### config.mk
export PLATFORM = sky130hd
export DESIGN_NAME = mbox_host_link
export DESIGN_NICKNAME = d
export VERILOG_FILES = /design/src/rtl/mbox_pkg.sv /design/src/rtl/mbox_fifo.sv /design/src/rtl/mbox_irq.sv /design/src/rtl/mbox_regs.sv /design/src/rtl/mbox_host_link.sv
export SDC_FILE = /design/constraint.sdc
export NUM_CORES = 1
export LEC_CHECK = 0
export BUFFER_PORTS_ARGS = -buffer_cell sky130_fd_sc_hd__buf_2
export CORE_ASPECT_RATIO = 1.75
export CORE_MARGIN = 4
export CORE_UTILIZATION = 45
export CTS_CLUSTER_SIZE = 24
export DETAILED_ROUTE_END_ITERATION = 12
export PLACE_DENSITY = 0.73
export SYNTH_ARGS = -nofsm -noshare
export SYNTH_HDL_FRONTEND = slang
export SYNTH_SLANG_ARGS = --single-unit
### constraint.sdc
create_clock -name clk -period 3.9 [get_ports clk]
set_input_delay 0 -clock clk [delete_from_list [all_inputs] [get_ports clk]]
set_output_delay 0 -clock clk [all_outputs]
set_load 0.02 [all_outputs]
### src/rtl/mbox_pkg.sv
package mbox_pkg;

  localparam int BYTE_W   = 8;
  localparam int REG_W    = 32;
  localparam int LANE_LSB = 8;
  localparam int NCOND    = 4;

  // condition bit positions, shared by status and condition/enable
  localparam int C_TXE  = 0;
  localparam int C_TXNF = 1;
  localparam int C_RXNE = 2;
  localparam int C_RXO  = 3;

  // word indices (byte address bits 3:2)
  localparam int W_INTR = 0;
  localparam int W_DATA = 1;
  localparam int W_STAT = 2;

  typedef logic [NCOND-1:0] cond_t;

  function automatic logic [REG_W-1:0] lane_pack(input logic [BYTE_W-1:0] b);
    logic [REG_W-1:0] w;
    w = '0;
    w[LANE_LSB +: BYTE_W] = b;
    return w;
  endfunction

  function automatic logic [BYTE_W-1:0] lane_take(input logic [REG_W-1:0] w);
    return w[LANE_LSB +: BYTE_W];
  endfunction

  function automatic logic [REG_W-1:0] intr_word(input cond_t req, input cond_t en);
    logic [REG_W-1:0] w;
    w = '0;
    w[NCOND-1:0]       = req;
    w[2*NCOND-1:NCOND] = en;
    return w;
  endfunction

  function automatic logic [REG_W-1:0] stat_word(input cond_t req);
    logic [REG_W-1:0] w;
    w = '0;
    w[NCOND-1:0] = req;
    return w;
  endfunction

endpackage

### src/rtl/mbox_fifo.sv
module mbox_fifo #(
  parameter int W     = 8,
  parameter int DEPTH = 8
) (
  input  logic         clk,
  input  logic         rst_n,
  input  logic         push,
  input  logic [W-1:0] wdata,
  input  logic         pop,
  output logic [W-1:0] head,
  output logic         empty,
  output logic         full
);

  localparam int AW = (DEPTH > 1) ? $clog2(DEPTH) : 1;
  localparam int CW = $clog2(DEPTH + 1);

  logic [W-1:0]  mem [DEPTH];
  logic [AW-1:0] wp, rp;
  logic [CW-1:0] cnt;
  logic          do_push, do_pop;

  function automatic logic [AW-1:0] next_ptr(input logic [AW-1:0] p);
    return (p == AW'(DEPTH - 1)) ? '0 : p + AW'(1);
  endfunction

  assign empty   = (cnt == '0);
  assign full    = (cnt == CW'(DEPTH));
  assign do_push = push && !full;
  assign do_pop  = pop && !empty;
  assign head    = empty ? '0 : mem[rp];

  always_ff @(posedge clk) begin
    if (do_push) mem[wp] <= wdata;
  end

  always_ff @(posedge clk or negedge rst_n) begin
    if (!rst_n) begin
      wp  <= '0;
      rp  <= '0;
      cnt <= '0;
    end else begin
      if (do_push) wp <= next_ptr(wp);
      if (do_pop)  rp <= next_ptr(rp);
      case ({do_push, do_pop})
        2'b10:   cnt <= cnt + CW'(1);
        2'b01:   cnt <= cnt - CW'(1);
        default: cnt <= cnt;
      endcase
    end
  end

endmodule

### src/rtl/mbox_irq.sv
module mbox_irq #(
  parameter int N = 4
) (
  input  logic [N-1:0] req,
  input  logic [N-1:0] en,
  output logic         irq
);

  logic [N-1:0] gated;

  for (genvar i = 0; i < N; i++) begin : g_src
    assign gated[i] = req[i] & en[i];
  end

  assign irq = |gated;

endmodule

### src/rtl/mbox_regs.sv
module mbox_regs
  import mbox_pkg::*;
#(
  parameter int ADDR_W = 4
) (
  input  logic              clk,
  input  logic              rst_n,
  input  logic [ADDR_W-1:0] reg_addr,
  input  logic              reg_wr,
  input  logic [REG_W-1:0]  reg_wdata,
  input  logic              reg_rd,
  output logic [REG_W-1:0]  reg_rdata,
  input  logic              tx_empty,
  input  logic              tx_full,
  input  logic              rx_empty,
  input  logic [BYTE_W-1:0] rx_head,
  input  logic              rx_drop,
  output logic              tx_push,
  output logic [BYTE_W-1:0] tx_byte,
  output logic              rx_pop,
  output logic              rd_empty_hit,
  output logic              ovf_clr,
  output logic              ovf_flag,
  output cond_t             cond,
  output cond_t             mask_q
);

  localparam int WW = ADDR_W - 2;

  logic [WW-1:0] word;
  logic          sel_intr, sel_data, sel_stat;
  logic          unused_bits;

  assign word     = reg_addr[ADDR_W-1:2];
  assign sel_intr = (word == WW'(W_INTR));
  assign sel_data = (word == WW'(W_DATA));
  assign sel_stat = (word == WW'(W_STAT));

  assign unused_bits = ^{reg_addr[1:0], reg_wdata[REG_W-1:LANE_LSB+BYTE_W], reg_wdata[C_RXO-1:0]};

  assign tx_push      = reg_wr && sel_data && !tx_full;
  assign tx_byte      = lane_take(reg_wdata);
  assign rx_pop       = reg_rd && sel_data && !rx_empty;
  assign rd_empty_hit = reg_rd && sel_data && rx_empty;
  assign ovf_clr      = reg_wr && sel_stat && reg_wdata[C_RXO];

  always_ff @(posedge clk or negedge rst_n) begin
    if (!rst_n) begin
      mask_q   <= '0;
      ovf_flag <= 1'b0;
    end else begin
      if (reg_wr && sel_intr) mask_q <= reg_wdata[2*NCOND-1:NCOND];
      ovf_flag <= rx_drop | (ovf_flag & ~ovf_clr);
    end
  end

  always_comb begin
    cond         = '0;
    cond[C_TXE]  = tx_empty;
    cond[C_TXNF] = ~tx_full;
    cond[C_RXNE] = ~rx_empty;
    cond[C_RXO]  = ovf_flag;
  end

  always_comb begin
    reg_rdata = '0;
    if (reg_rd) begin
      if (sel_intr)      reg_rdata = intr_word(cond, mask_q);
      else if (sel_data) reg_rdata = lane_pack(rx_head);
      else if (sel_stat) reg_rdata = stat_word(cond);
    end
  end

endmodule

### src/rtl/mbox_host_link.sv
module mbox_host_link
  import mbox_pkg::*;
#(
  parameter int DEPTH  = 8,
  parameter int ADDR_W = 4
) (
  input  logic              clk,
  input  logic              rst_n,
  input  logic [ADDR_W-1:0] reg_addr,
  input  logic              reg_wr,
  input  logic [31:0]       reg_wdata,
  input  logic              reg_rd,
  output logic [31:0]       reg_rdata,
  output logic [7:0]        tx_data,
  output logic              tx_valid,
  input  logic              tx_ready,
  input  logic [7:0]        rx_data,
  input  logic              rx_valid,
  output logic              rx_ready,
  output logic              irq
);

  logic              tx_push, tx_pop, tx_empty, tx_full;
  logic [BYTE_W-1:0] tx_byte;
  logic              rx_push, rx_pop, rx_empty, rx_full, rx_drop;
  logic [BYTE_W-1:0] rx_head;
  logic              rd_empty_hit, ovf_clr, ovf_flag;
  cond_t             cond, mask_q;

  assign rx_ready = 1'b1;
  assign rx_push  = rx_valid && !rx_full;
  assign rx_drop  = rx_valid && rx_full;
  assign tx_valid = !tx_empty;
  assign tx_pop   = tx_valid && tx_ready;

  mbox_fifo #(.W(BYTE_W), .DEPTH(DEPTH)) u_txq (
    .clk(clk), .rst_n(rst_n),
    .push(tx_push), .wdata(tx_byte), .pop(tx_pop),
    .head(tx_data), .empty(tx_empty), .full(tx_full)
  );

  mbox_fifo #(.W(BYTE_W), .DEPTH(DEPTH)) u_rxq (
    .clk(clk), .rst_n(rst_n),
    .push(rx_push), .wdata(rx_data), .pop(rx_pop),
    .head(rx_head), .empty(rx_empty), .full(rx_full)
  );

  mbox_regs #(.ADDR_W(ADDR_W)) u_regs (
    .clk(clk), .rst_n(rst_n),
    .reg_addr(reg_addr), .reg_wr(reg_wr), .reg_wdata(reg_wdata),
    .reg_rd(reg_rd), .reg_rdata(reg_rdata),
    .tx_empty(tx_empty), .tx_full(tx_full),
    .rx_empty(rx_empty), .rx_head(rx_head), .rx_drop(rx_drop),
    .tx_push(tx_push), .tx_byte(tx_byte), .rx_pop(rx_pop),
    .rd_empty_hit(rd_empty_hit), .ovf_clr(ovf_clr), .ovf_flag(ovf_flag),
    .cond(cond), .mask_q(mask_q)
  );

  mbox_irq #(.N(NCOND)) u_irq (
    .req(cond), .en(mask_q), .irq(irq)
  );

endmodule

# [Yosys cells after proc, flatten, opt, wreduce, memory -nomap -nowiden]
# Memories as Yosys holds them, arrays and structs flattened.
# Index checks and enable logic that the tools add are counted.
[totals] n_memories=2 reg_bits=25 input_bits=50 output_inout_bits=43 word_cells=79 mem_bits_rw=128
[mem_list] name="u_rxq.mem" words=8 word_bits=8 rd=1 rd_ports_with_merged_regs=0 wr=1 line_no="mbox_fifo.sv:18" rtl="logic [W-1:0] mem [DEPTH];"
[mem_list] name="u_txq.mem" words=8 word_bits=8 rd=1 rd_ports_with_merged_regs=0 wr=1 line_no="mbox_fifo.sv:18"
[op_classes] reduce_logical=24 addsub=8 n_mux=16 n_eq_ne=12 bitwise_logic=9
[ops] cell="two-way mux 32 bit" n=3
[ops] cell="two-way mux 8 bit" n=2
[ops] cell="one-hot mux 4 bit (2 select lines)" n=2
[ops] cell="logical AND 1 bit" n=14
[ops] cell="adder 3 x 1 -> 3 bit, second input constant" n=4
[ops] cell="equality test 3 bit, second input constant" n=4
[ops] cell="two-way mux 3 bit" n=4
[ops] cell="adder 4 x 1 -> 4 bit, second input constant" n=2
[ops] cell="equality test 4 bit, second input constant" n=2
[ops] cell="zero test 4 bit" n=2
[ops] cell="subtractor 4 x 1 -> 4 bit, second input constant" n=2
[ops] cell="equality test 2 x 1 -> 1 bit, second input constant" n=3
[ops] cell="equality test 2 bit, second input constant" n=3
[ops] cell="AND 1 bit" n=5
[ops] cell="zero test 1 bit" n=4
[ops] cell="two-way mux 1 bit" n=4
[ops] cell="two-way mux 4 bit" n=1
[ops] cell="nonzero test 2 bit" n=2
[ops] cell="OR reduction 4 bit" n=1
[ops] cell="inverter 1 bit" n=3
[ops] cell="zero test 2 bit" n=1
[ops] cell="bitwise OR 1 bit" n=1

# [Depth between registers and ports, before layout]
# Gate-level depths: netlist of the first run.
[depth] word_depth=6 mapped_depth=12 mapped_depth_nobuf=11

# [By module]
# Synthesis of the first run repeated with hierarchy kept, for this count alone.
[hier_totals] cells_unflattened=404 area_unflattened_um2=6804.0
[modules_own_cells] mod="mbox_fifo (u_txq)" area_each_um2=3095.5 seq_area_each_um2=2172.1 cells_each=164 n_inst=1
[modules_own_cells] mod="mbox_fifo (u_rxq)" area_each_um2=3089.2 seq_area_each_um2=2172.1 cells_each=165 n_inst=1
[modules_own_cells] mod="mbox_regs" area_each_um2=563.0 seq_area_each_um2=125.1 cells_each=66 n_inst=1
[modules_own_cells] mod="mbox_host_link" area_each_um2=37.5 seq_area_each_um2=0.0 cells_each=6 n_inst=1
[modules_own_cells] mod="mbox_irq" area_each_um2=18.8 seq_area_each_um2=0.0 cells_each=3 n_inst=1

# [Worst setup path before layout of the first run]
# No wires, ideal clock.
[synth_timing] path_kind="reg-to-reg" startpoint="register u_rxq.cnt[1]" endpoint="register u_rxq.cnt[2]" required_time_ns=3.774 synth_period_minus_slack_ns=2.482 path_buffers=1 setup_slack_ns=1.418 setup_ns=0.126 arrival_ns=2.356 path_stages_with_launch=12 path_cell_list="dfrtp_1 or4_4 nand4b_4 buf_6 inv_1 ha_1 xor2_1 ha_1 a21oi_1 xor2_1 nor2_1 xor2_1"
[synth_via] elab_chain_len=6 word_cells_on_any_way=14 classes_between="add/sub: 2; eq/ne: 3; mux: 1; reduce/logical: 8"
[synth_lines] element="from (decl)" line_no="mbox_fifo.sv:20" rtl="logic [CW-1:0] cnt;"
[synth_lines] element="from (signal assigned)" line_no="mbox_fifo.sv:46" rtl="2'b10: cnt <= cnt + CW'(1);"
[synth_lines] element="from (signal assigned)" line_no="mbox_fifo.sv:47" rtl="2'b01: cnt <= cnt - CW'(1);"
[synth_lines] element="from (signal assigned)" line_no="mbox_fifo.sv:48" rtl="default: cnt <= cnt;"
[synth_lines] element="zero test 4 bit *" line_no="mbox_fifo.sv:27" rtl="assign empty = (cnt == '0);"
[synth_lines] element="zero test 1 bit *" line_no="mbox_fifo.sv:30, mbox_regs.sv:43"
[synth_lines] element="logical AND 1 bit" line_no="mbox_regs.sv:43" rtl="assign rx_pop = reg_rd && sel_data && !rx_empty;"
[synth_lines] element="logical AND 1 bit *" line_no="mbox_fifo.sv:30" rtl="assign do_pop = pop && !empty;"
[synth_lines] element="net u_rxq.do_pop" line_no="mbox_fifo.sv:21" rtl="logic do_push, do_pop;"
[synth_lines] element="equality test 2 x 1 -> 1 bit or equality test 2 bit (tied branches)" line_no="mbox_fifo.sv:45" rtl="case ({do_push, do_pop})"
[synth_lines] element="one-hot mux 4 bit (2 select lines) or nonzero test 2 bit (tied branches)"
# The timed path passes the listed nets; every way through them passes the cells marked *.
# A chain may end at the register's enable or synchronous reset.

# [Final worst setup path of the first run]
[layout_timing] startpoint="register u_txq.cnt[0]" endpoint="register u_txq.cnt[2]"
[layout_via] elab_chain_len=6 word_cells_on_any_way=14 classes_between="add/sub: 2; eq/ne: 3; mux: 1; reduce/logical: 8"
[layout_lines] element="from (decl)" line_no="mbox_fifo.sv:20"
[layout_lines] element="from (signal assigned)" line_no="mbox_fifo.sv:46"
[layout_lines] element="from (signal assigned)" line_no="mbox_fifo.sv:47"
[layout_lines] element="from (signal assigned)" line_no="mbox_fifo.sv:48"
[layout_lines] element="zero test 4 bit *" line_no="mbox_fifo.sv:27"
[layout_lines] element="zero test 1 bit *" line_no="mbox_fifo.sv:30, mbox_host_link.sv:33"
[layout_lines] element="logical AND 1 bit" line_no="mbox_host_link.sv:34" rtl="assign tx_pop = tx_valid && tx_ready;"
[layout_lines] element="logical AND 1 bit *" line_no="mbox_fifo.sv:30"
[layout_lines] element="net u_txq.do_pop" line_no="mbox_fifo.sv:21"
[layout_lines] element="equality test 2 x 1 -> 1 bit or equality test 2 bit (tied branches)" line_no="mbox_fifo.sv:45"
[layout_lines] element="one-hot mux 4 bit (2 select lines) or nonzero test 2 bit (tied branches)"
# Marks and branches as above.

==> results of run 1 <==
-- layout by cell type, fill, tap and decap left out, types with 2 or more instances in the layout --
master,instances
edfxtp_1,128
buf_2,54
mux4_2,32
nor2_1,27
dfrtp_1,25
dlygate4sd3_1,24
conb_1,17
clkbuf_16,17
mux2i_1,16
ha_1,14
mux2_2,11
nor3_1,9
nand2_1,8
nand2b_1,7
buf_4,7
xor2_1,6
clkinv_8,6
inv_8,5
nor3_2,4
a21oi_1,4
and2_1,4
xnor2_1,4
inv_1,3
nor4_1,3
o21ai_0,3
a21o_1,3
clkinv_4,3
nor4b_2,2
inv_2,2
nor3b_2,2
nand3_1,2
nor4b_1,2
nor3b_1,2
mux2_1,2
-- final cells by class --
class	count	area (um^2)
Inverter	5	18.8
Fill cell	1126	6520
Tap cell	180	225
Multi-Input combinational cell	198	1960
Clock inverter	15	189
Clock buffer	17	425
Sequential cell	153	4470
Timing Repair Buffer	85	563
-- path summary, 6_finish.rpt --
path / from / endpoint / slack [ps] / cells past startpoint
worst max-delay path: u_txq.cnt[0] / u_txq.cnt[2] / 1070 / 11
worst min-delay path: reg_rd / u_rxq.rp[1] / 60 / 3
worst max register to register: u_txq.cnt[0] / u_txq.cnt[2] / 1070 / 11
worst min register to register: u_txq.cnt[3] / u_txq.cnt[3] / 550 / 1
max in group asynchronous: rst_n / u_rxq.rp[0] / 3360 / 2
min in group asynchronous: rst_n / u_regs.mask_q[3] / 130 / 2
-- registers in the layout, indices dropped and copies added, names as in the netlist --
signal	count
u_regs.mask_q	4
u_rxq.wp	3
u_rxq.rp	3
u_txq.wp	3
u_txq.cnt	4
u_regs.ovf_flag	1
u_txq.rp	3
u_rxq.cnt	4
u_txq.mem	64
u_rxq.mem	64
-- stage by stage --
stage / utilization / cells / setup slack [ps]
5_1_grt: 0.546 / 653 / 843
3_3_place_gp: 0.487 / 597 / 1100
3_5_place_dp: 0.487 / 597 / 1070
4_1_cts: 0.546 / 653 / 1050
2_1_floorplan: - / 386 / 1420
6_report: 0.546 / 653 / 1070
-- worst reg2reg max path, cell delays in order (launching register included) --
cell and delay [ps]:
dfrtp_1 480, nor4_4 730, inv_2 140, nand2_4 140, inv_1 70, ha_1 260, xor2_1 170, ha_1 190
a21oi_1 160, xor2_1 160, nor2_1 60, xor2_1 140
-- per-layer routing --
layer	global-route usage	routed length [um]
met1	0.188	4720
met2	0.288	7060
met3	0.0352	708
met4	0.0559	141
met5	0	0
-- cell families after synthesis --
family,share of synthesized area
muxes,0.156
other,0.00114
AOI/OAI and AO/OA,0.0150
and+or+nand+nor,0.0724
adders and majority gates,0.0266
buffers and inverters,0.0367
DFF,0.679
xor gates and xnor gates,0.0133
-- power by group --
group	total (mW)	switching, mW	leakage (nW)	internal [mW]
sequential	2.45	0.427	1.46	2.02
combinational	1.36	0.615	1.13	0.741
clock	1.62	0.751	0.298	0.872
==> flow_summary.json, run 1 <==
{
  "vias_per_cell": 5.31,
  "yosysTopAreaCell": "edfxtp_1",
  "fp.dieW_um": 99.4,
  "yosysTopAreaCellShare": 0.584,
  "grt_max_degree": 26,
  "area_delta_synth_final_pct": 19.3,
  "cap_violations": 0,
  "clock_latency_ps": 420,
  "synth_edf_count": 128,
  "crit_top_cell": "xor2_1",
  "htree_num_levels": 4,
  "synth_common_cells": "128 x edfxtp_1, 32 x mux4_2, 27 x nor2_1, 25 x dfrtp_1, 20 x buf_4",
  "gp_congestion": 0.749,
  "design.die.area_mm2": 0.0167,
  "ys_warn_count": 0,
  "setup_tns_ps": 0,
  "cts_tree": "done",
  "critical_path_class": "reg2reg",
  "status": "completed",
  "cts_buffer_depth": 2,
  "syn_area_mm2": 0.00658,
  "cts.clk_slew.worst_paths_ps": 70,
  "finalWirelength_um": 12600,
  "yosysUniqueCellTypes": 44,
  "slowest_delay_ps": 720,
  "portBuffers": 54,
  "post_cts_buffers": 0,
  "grt_pass1_wl_um": 20100,
  "initialDrtViolationCount": 157,
  "num_rows": 58,
  "arrival_ps": 3110,
  "drc_errors": 0,
  "drive_gt1_frac": 0.321,
  "setup_violations": 0,
  "path_cells": "nor4_4, inv_2, nand2_4, inv_1, ha_1, xor2_1, ha_1, a21oi_1, xor2_1, nor2_1, xor2_1",
  "diodes": 0,
  "critPathTopFamily": "simple AND/OR/NAND/NOR gates",
  "critPathLaunchType": "flop",
  "holdWs_ps": 56.4,
  "max_freq_mhz": 354,
  "die_h_um": 168,
  "total_power_mw": 5.43,
  "crit_buf_inv": 2,
  "post_cts_resized": 0,
  "drt.antenna.violating_nets": 0,
  "clockRootBuffer": "clkbuf_16",
  "worst_clock_skew_ps": 12.4,
  "async_flop_share": 0.163,
  "start_util": 0.458,
  "cp_slowest_cell": "nor4_4",
  "max-vdd-ir-drop_mv": 0.386,
  "vias": 3466,
  "wl_per_cell_um": 19.3,
  "rsz0062_at_grt": "no",
  "synth_top_flop_cell": "edfxtp_1",
  "synth_area_leaders": "edfxtp_1 58%, mux4_2 11%, dfrtp_1 9.5%, ha_1 2.7%, mux2i_1 2.4%",
  "crit_fanout": 9,
  "fin_nets": 524,
  "post-route-period-util": 0.725,
  "slew_headroom": 0.257,
  "netlist_instances": 371,
  "p_leak_nw": 2.88,
  "first_global_vias": 3645,
  "p_per_area_mw_per_mm2": 691,
  "cts_hold_buffers": 24,
  "fin_area_mm2": 0.00785,
  "period_minus_slack_ps": 2830,
  "ys_ff_latch": 153,
  "drv_slew": 0,
  "syn-mean-instance-area_um2": 17.7,
  "numCtsBuffers": 17,
  "max_slew.worst_pin.slew_ps": 1110,
  "cp_data_required_time_ps": 4180,
  "yosysMostFrequentCell": "edfxtp_1",
  "placed_area_mm2": 0.00700,
  "place_hpwl_um": 8670,
  "io_pins": 93,
  "cts.sinks": 153,
  "core_mm2": 0.0144,
  "drtPass1Iterations": 4,
  "antenna_found_initial": 0,
  "timing_hold_violations_final": 0,
  "hold_path.class": "in2reg",
  "grt-ovfl-total": 0,
  "cp-end-kind": "flop",
  "track_usage": 0.161,
  "yosysSeqAreaShare": 0.679
}
(Power assumes the default switching activity.)
==> run 2: changes to the inputs <==
- ABC_AREA: not set -> 1
- PLACE_DENSITY: 0.73 -> 0.75
- clock period: 3.9 -> 2.4 ns (I/O delays scaled with it)
==> run 2 against run 1 <==
  * Sequential power rose by 44%
  * Non-clock buffer count rose by 25
  * Largest cell class unchanged
  * Critical path type unchanged
  * Final area rose by 4.4%
  * Critical endpoint unchanged
  * Routed wire length rose by 7.0%
  * Synthesized cell count rose by 81%
  * Register-to-register slack got worse by 790 ps
  * Combinational power rose by 130%
==> flow_summary.json, run 2 <==
{
  "grt_max_degree": 35,
  "fin_nets": 840,
  "crit_fanout": 6,
  "p_switching_mw": 3.37,
  "synth_common_cells": "203 x nor2_1, 128 x edfxtp_1, 97 x nand2_1, 71 x o21ai_0, 35 x inv_1",
  "min_from": "reg_rd",
  "cts.clk_slew.worst_paths_ps": 60,
  "ys_ff_latch": 153,
  "diodes": 0,
  "arrival_ps": 2410,
  "synth_edf_count": 128,
  "max_freq_mhz": 473,
  "syn-mean-instance-area_um2": 10.2,
  "final_cell_mix": "202 x nor2_1, 128 x edfxtp_1, 97 x nand2_1",
  "cts_tree": "done",
  "drc_errors": 0,
  "total_power_mw": 9.17,
  "cp_data_required_time_ps": 2700,
  "internal-power_mw": 5.80,
  "yosysMostFrequentCell": "nor2_1",
  "drive_gt1_frac": 0.165,
  "max-vdd-ir-drop_mv": 0.605,
  "hold_path.class": "in2reg",
  "area_delta_synth_final_pct": 19.7,
  "htree_num_levels": 4,
  "setup_tns_ps": 0,
  "synth.area.mux_share": 0.00165,
  "io_pins": 93,
  "netlist_instances": 673,
  "grt_pass1_wl_um": 21900,
  "finalWirelength_um": 13500,
  "cap_violations": 0,
  "start_util": 0.459,
  "core_mm2": 0.0149,
  "p_comb_frac": 0.340,
  "place_hpwl_um": 9210,
  "max_slew.worst_pin.slew_ps": 690,
  "cp-end-kind": "flop",
  "yosysTopAreaCellShare": 0.562,
  "fill_cells": 1244,
  "syn_area_mm2": 0.00685,
  "timing_hold_violations_final": 0,
  "drv_slew": 0,
  "p_leak_nw": 3.42,
  "antenna_found_initial": 0,
  "sw_frac_of_total": 0.367,
  "die_h_um": 171,
  "status": "completed",
  "post_cts_buffers": 0,
  "yosysUniqueCellTypes": 26,
  "synth_area_leaders": "edfxtp_1 56%, nor2_1 11%, dfrtp_1 9.1%, nand2_1 5.3%, o21ai_0 5.2%",
  "cts_buffer_depth": 2,
  "drt.antenna.violating_nets": 0,
  "gp_congestion": 0.858,
  "num_rows": 59,
  "async_flop_share": 0.163,
  "reg2reg_to": "u_txq.cnt[2]",
  "ys_warn_count": 0,
  "fp.dieW_um": 101,
  "r2r_start": "u_txq.cnt[0]",
  "period_minus_slack_ps": 2110,
  "whs_endpoint": "u_rxq.rp[1]",
  "yosysSeqAreaShare": 0.653,
  "p_per_area_mw_per_mm2": 1120,
  "path_cells": "nor2_1, nand2_1, nor2_2, nor2_1, nand2_1, ha_1, inv_1, nand2_1, nand2_1, ha_1, a21oi_1, xor2_1, o21ai_0",
  "portBuffers": 54,
  "reg.largest.list": "u_rxq.mem: 64 flops, u_txq.mem: 64 flops",
  "synth_top_flop_cell": "edfxtp_1",
  "track_usage": 0.168,
  "synth_compound_area_frac": 0.0625,
  "numCtsBuffers": 17,
  "initialDrtViolationCount": 164,
  "post-route-period-util": 0.881,
  "critPathLaunchType": "flop",
  "vias_per_cell": 4.86,
  "r2r_cells": 13,
  "p_seq_frac": 0.386,
  "first_global_vias": 4657,
  "drtPass1Iterations": 5,
  "wl_per_cell_um": 13.9,
  "cts.sinks": 153,
  "clock_latency_ps": 420,
  "cp_slowest_cell": "dfrtp_1",
  "critical_path_class": "reg2reg",
  "min_path_cells": 3,
  "synthAdderAreaFrac": 0.0256,
  "clockRootBuffer": "clkbuf_16",
  "clockPowerShare": 0.274,
  "vias": 4720,
  "slowest_delay_ps": 420,
  "yosysTopAreaCell": "edfxtp_1",
  "synthXorXnorAreaFrac": 0.00512,
  "worst_clock_skew_ps": 11.4,
  "final_common_cell": "nor2_1",
  "slew_headroom": 0.540,
  "design.die.area_mm2": 0.0173,
  "rsz0062_at_grt": "no",
  "ff2ff_setup_slack_ps": 290,
  "crit_top_cell": "nand2_1",
  "synth_top_family_by_area": "simple AND/OR/NAND/NOR gates",
  "grt-ovfl-total": 0,
  "setup_violations": 0,
  "yosys.area_share.simple": 0.190
}
[run 2: changes by cell type after synthesis, moves of 8 or more]
cell,before,now
buf_2,4,12
inv_1,3,35
mux2_2,11,1
mux2i_1,16,0
mux4_2,32,0
nand2_1,8,97
nand3_1,2,25
nor2_1,27,203
nor3_1,12,0
o21ai_0,3,71
[run 2: worst max-delay path by stage]
| stage | from | endpoint | slack (ps) | cells after the start |
|---|---|---|---|---|
| final | u_txq.cnt[0] | u_txq.cnt[2] | 290 | 13 |
| after global routing | u_txq.cnt[0] | u_txq.cnt[2] | 30 | 13 |
| after CTS | u_txq.cnt[0] | u_txq.cnt[2] | 200 | 13 |
| after detailed placement | u_txq.cnt[0] | u_txq.cnt[2] | 220 | 13 |
| after global placement | u_txq.cnt[0] | u_txq.cnt[2] | 250 | 13 |
| after floorplan | u_txq.cnt[0] | u_txq.cnt[2] | 450 | 13 |
[run 2: per-layer routing]
metal,global-route usage,up-vias,wire [um]
met3,0.0379,20,579
met1,0.159,2172,4760
met4,0.0966,0,269
met5,0,-,0
met2,0.319,126,7910
li1,-,2402,-
[run 2: layout make-up]
type	count	area [um^2]	area share
Sequential cell	153	4470	0.545
Multi-Input combinational cell	451	2020	0.246
Timing Repair Buffer	110	753	0.0919
Clock buffer	17	425	0.0519
Tap cell	183	229	0.0279
Inverter	43	161	0.0197
Clock inverter	15	139	0.0169
[run 2: repair_timing]
action	in CTS	in global routing
endpoints found under the setup margin	0	1
gates resized for setup	0	1
hold buffers	25	0
hold endpoints to repair	161	0
[run 2: logic make-up (layout without fill, tap and decap cells)]
group,Yosys count,in the layout
multiplexers,1,1
XOR/XNOR,4,4
adder cells (fa/ha/maj),14,14
buffers and inverters,84,185
other,2,17
flip-flops,153,153
AO/OA/AOI/OAI,85,85
AND/OR/NAND/NOR,330,330
[run 2: per-stage QoR]
stage	cells	area [um^2]	hold slack (ps)	util	worst slack, ps
after global placement	915	7380	46.9	0.495	247
after floorplan	688	6900	-296	-	446
final	972	8190	21.6	0.550	287
after detailed placement	915	7380	43.7	0.495	215
after global routing	972	8190	43.6	0.550	26.3
after CTS	972	8190	30.6	0.549	198
[run 2: power by group through the flow]
stage,sequential (mW),clock (mW),combinational [mW]
floorplan,3.48,0,2.37
global placement,3.58,0,3.03
detailed placement,3.59,0,3.09
CTS,3.54,2.56,3.14
global route,3.58,2.70,3.58
finish,3.54,2.51,3.11
[run 2: critical path: cells and delay by family (launching register included)]
kind,cells,cell delay (ps)
AO/OA/AOI/OAI,2,230
XOR/XNOR,1,150
buffers and inverters,1,50
adder cells (fa/ha/maj),2,420
AND/OR/NAND/NOR,7,730
flip-flops,1,420
==> run 3: changes to the inputs <==
- CTS_CLUSTER_DIAMETER: not set -> 200
- SYNTH_HIERARCHICAL: not set -> 1
==> run 3 against run 2 <==
  * Critical path depth fell by 5
  * Register-to-register slack got worse by 20 ps
  * Synthesized cell count decreased by 1.3%
  * Routed wire length rose by 14%
  * Sequential share of layout area fell by 0.98 points
  * Highest routed layer unchanged
  * Core utilization is 0.71 points lower
  * Clock-buffer cell count unchanged
==> flow_summary.json, run 3 <==
{
  "cts.sinks": 153,
  "track_usage": 0.175,
  "drc_errors": 0,
  "cts_tree": "done",
  "max_freq_mhz": 463,
  "slew_headroom": 0.518,
  "p_seq_frac": 0.377,
  "syn-mean-instance-area_um2": 10.6,
  "cts_buffer_depth": 2,
  "drtPass1Iterations": 5,
  "setup_violations": 0,
  "place_hpwl_um": 10600,
  "status": "completed",
  "netlist_instances": 664,
  "drt.antenna.violating_nets": 0,
  "period_minus_slack_ps": 2160,
  "post_cts_buffers": 0,
  "crit_fanout": 14,
  "fin_area_mm2": 0.00835,
  "reg.largest.list": "u_rxq/mem: 64 flops, u_txq/mem: 64 flops",
  "total_power_mw": 9.82,
  "diodes": 0,
  "cts.clk_slew.worst_paths_ps": 70,
  "finalWirelength_um": 15400,
  "area_delta_synth_final_pct": 18.1,
  "design.die.area_mm2": 0.0179,
  "wl_per_cell_um": 16.0,
  "sw_frac_of_total": 0.383,
  "syn_area_mm2": 0.00707,
  "num_rows": 60,
  "p_per_area_mw_per_mm2": 1180,
  "max-vdd-ir-drop_mv": 0.672,
  "placed_area_mm2": 0.00741,
  "p_switching_mw": 3.76,
  "critical_path_class": "reg2out",
  "numCtsBuffers": 17,
  "critPathLaunchType": "flop",
  "start_util": 0.459,
  "grt_max_degree": 35,
  "holdWs_ps": 123,
  "ff2ff_setup_slack_ps": 270,
  "cap_violations": 0,
  "drv_slew": 0,
  "io_pins": 93,
  "final_core_util": 0.542,
  "final_cell_mix": "157 x nor2_1, 128 x edfxtp_1, 85 x nand2_1",
  "p_comb_frac": 0.346,
  "first_global_vias": 4774,
  "fp.dieW_um": 103,
  "vias_per_cell": 5.11,
  "ys_warn_count": 6,
  "grt_pass1_wl_um": 23500,
  "worst_clock_skew_ps": 9.65,
  "clockRootBuffer": "clkbuf_16",
  "p_leak_nw": 3.46,
  "cp_data_required_time_ps": 2400,
  "rsz0062_at_grt": "no",
  "final_common_cell": "nor2_1",
  "vias": 4891,
  "initialDrtViolationCount": 270,
  "hold_path.class": "in2async",
  "post-route-period-util": 0.900,
  "htree_num_levels": 4,
  "core_mm2": 0.0154,
  "arrival_ps": 2160,
  "portBuffers": 54,
  "internal-power_mw": 6.05,
  "antenna_found_initial": 0,
  "drive_gt1_frac": 0.176,
  "fin_nets": 823,
  "timing_hold_violations_final": 0,
  "gp_congestion": 0.811,
  "max_slew.worst_pin.slew_ps": 723,
  "grt-ovfl-total": 0,
  "clockPowerShare": 0.277,
  "cp-end-kind": "primary output",
  "setup_tns_ps": 0,
  "clock_latency_ps": 420,
  "die_h_um": 174
}
run 3: stage by stage:
stage,worst slack (ps),instances
after floorplan,419,679
after global placement,340,894
after detailed placement,293,894
after CTS,48.1,958
after global routing,25.7,958
final,240,958
run 3: cell type report:
type	count	area (um^2)
Clock inverter	15	183
Inverter	57	219
Timing Repair Buffer	109	763
Tap cell	186	233
Sequential cell	153	4470
Clock buffer	17	425
Multi-Input combinational cell	421	2050
Fill cell	1279	7040
run 3: what timing repair did:
action / 4_1_cts / 5_1_grt
gates resized for setup: 0 / 4
endpoints found under the setup margin: 0 / 8
endpoints found under the hold margin: 159 / 0
hold buffers: 32 / 0
run 3: final timing paths:
check / startpoint / to / depth (start not counted)
min: rst_n / u_rxq/wp[0] / 2
min in group clk: reg_rd / u_rxq/rp[2] / 6
max in group asynchronous: rst_n / u_rxq/rp[0] / 2
max: u_rxq/rp[1] / reg_rdata[11] / 8
max reg2reg: u_txq/cnt[1] / u_txq/cnt[2] / 13
min reg2reg: u_txq/cnt[0] / u_txq/cnt[0] / 1
run 3: critical path: stages, from the launching register on:
cell     delay [ps]
dfrtp_1         640
buf_4           290
o21ai_1          90
o22ai_1         180
nor2_1           60
nor2_1          150
inv_1            70
nor2_1           90
buf_2           170
run 3: power groups by stage:
stage | clock [mW] | combinational [mW] | sequential [mW]
6_report | 2.72 | 3.39 | 3.70
5_1_grt | 2.90 | 3.79 | 3.76
4_1_cts | 2.77 | 3.40 | 3.69
3_5_place_dp | 0 | 3.31 | 3.75
3_3_place_gp | 0 | 3.22 | 3.73
2_1_floorplan | 0 | 2.75 | 3.53
run 3: routing by layer:
metal,share of wire,global-route usage,vias to the layer above
met2,0.56,0.334,175
met1,0.36,0.177,2308
met4,0.016,0.0594,0
met3,0.064,0.0455,20
li1,-,-,2388
met5,0,0,-
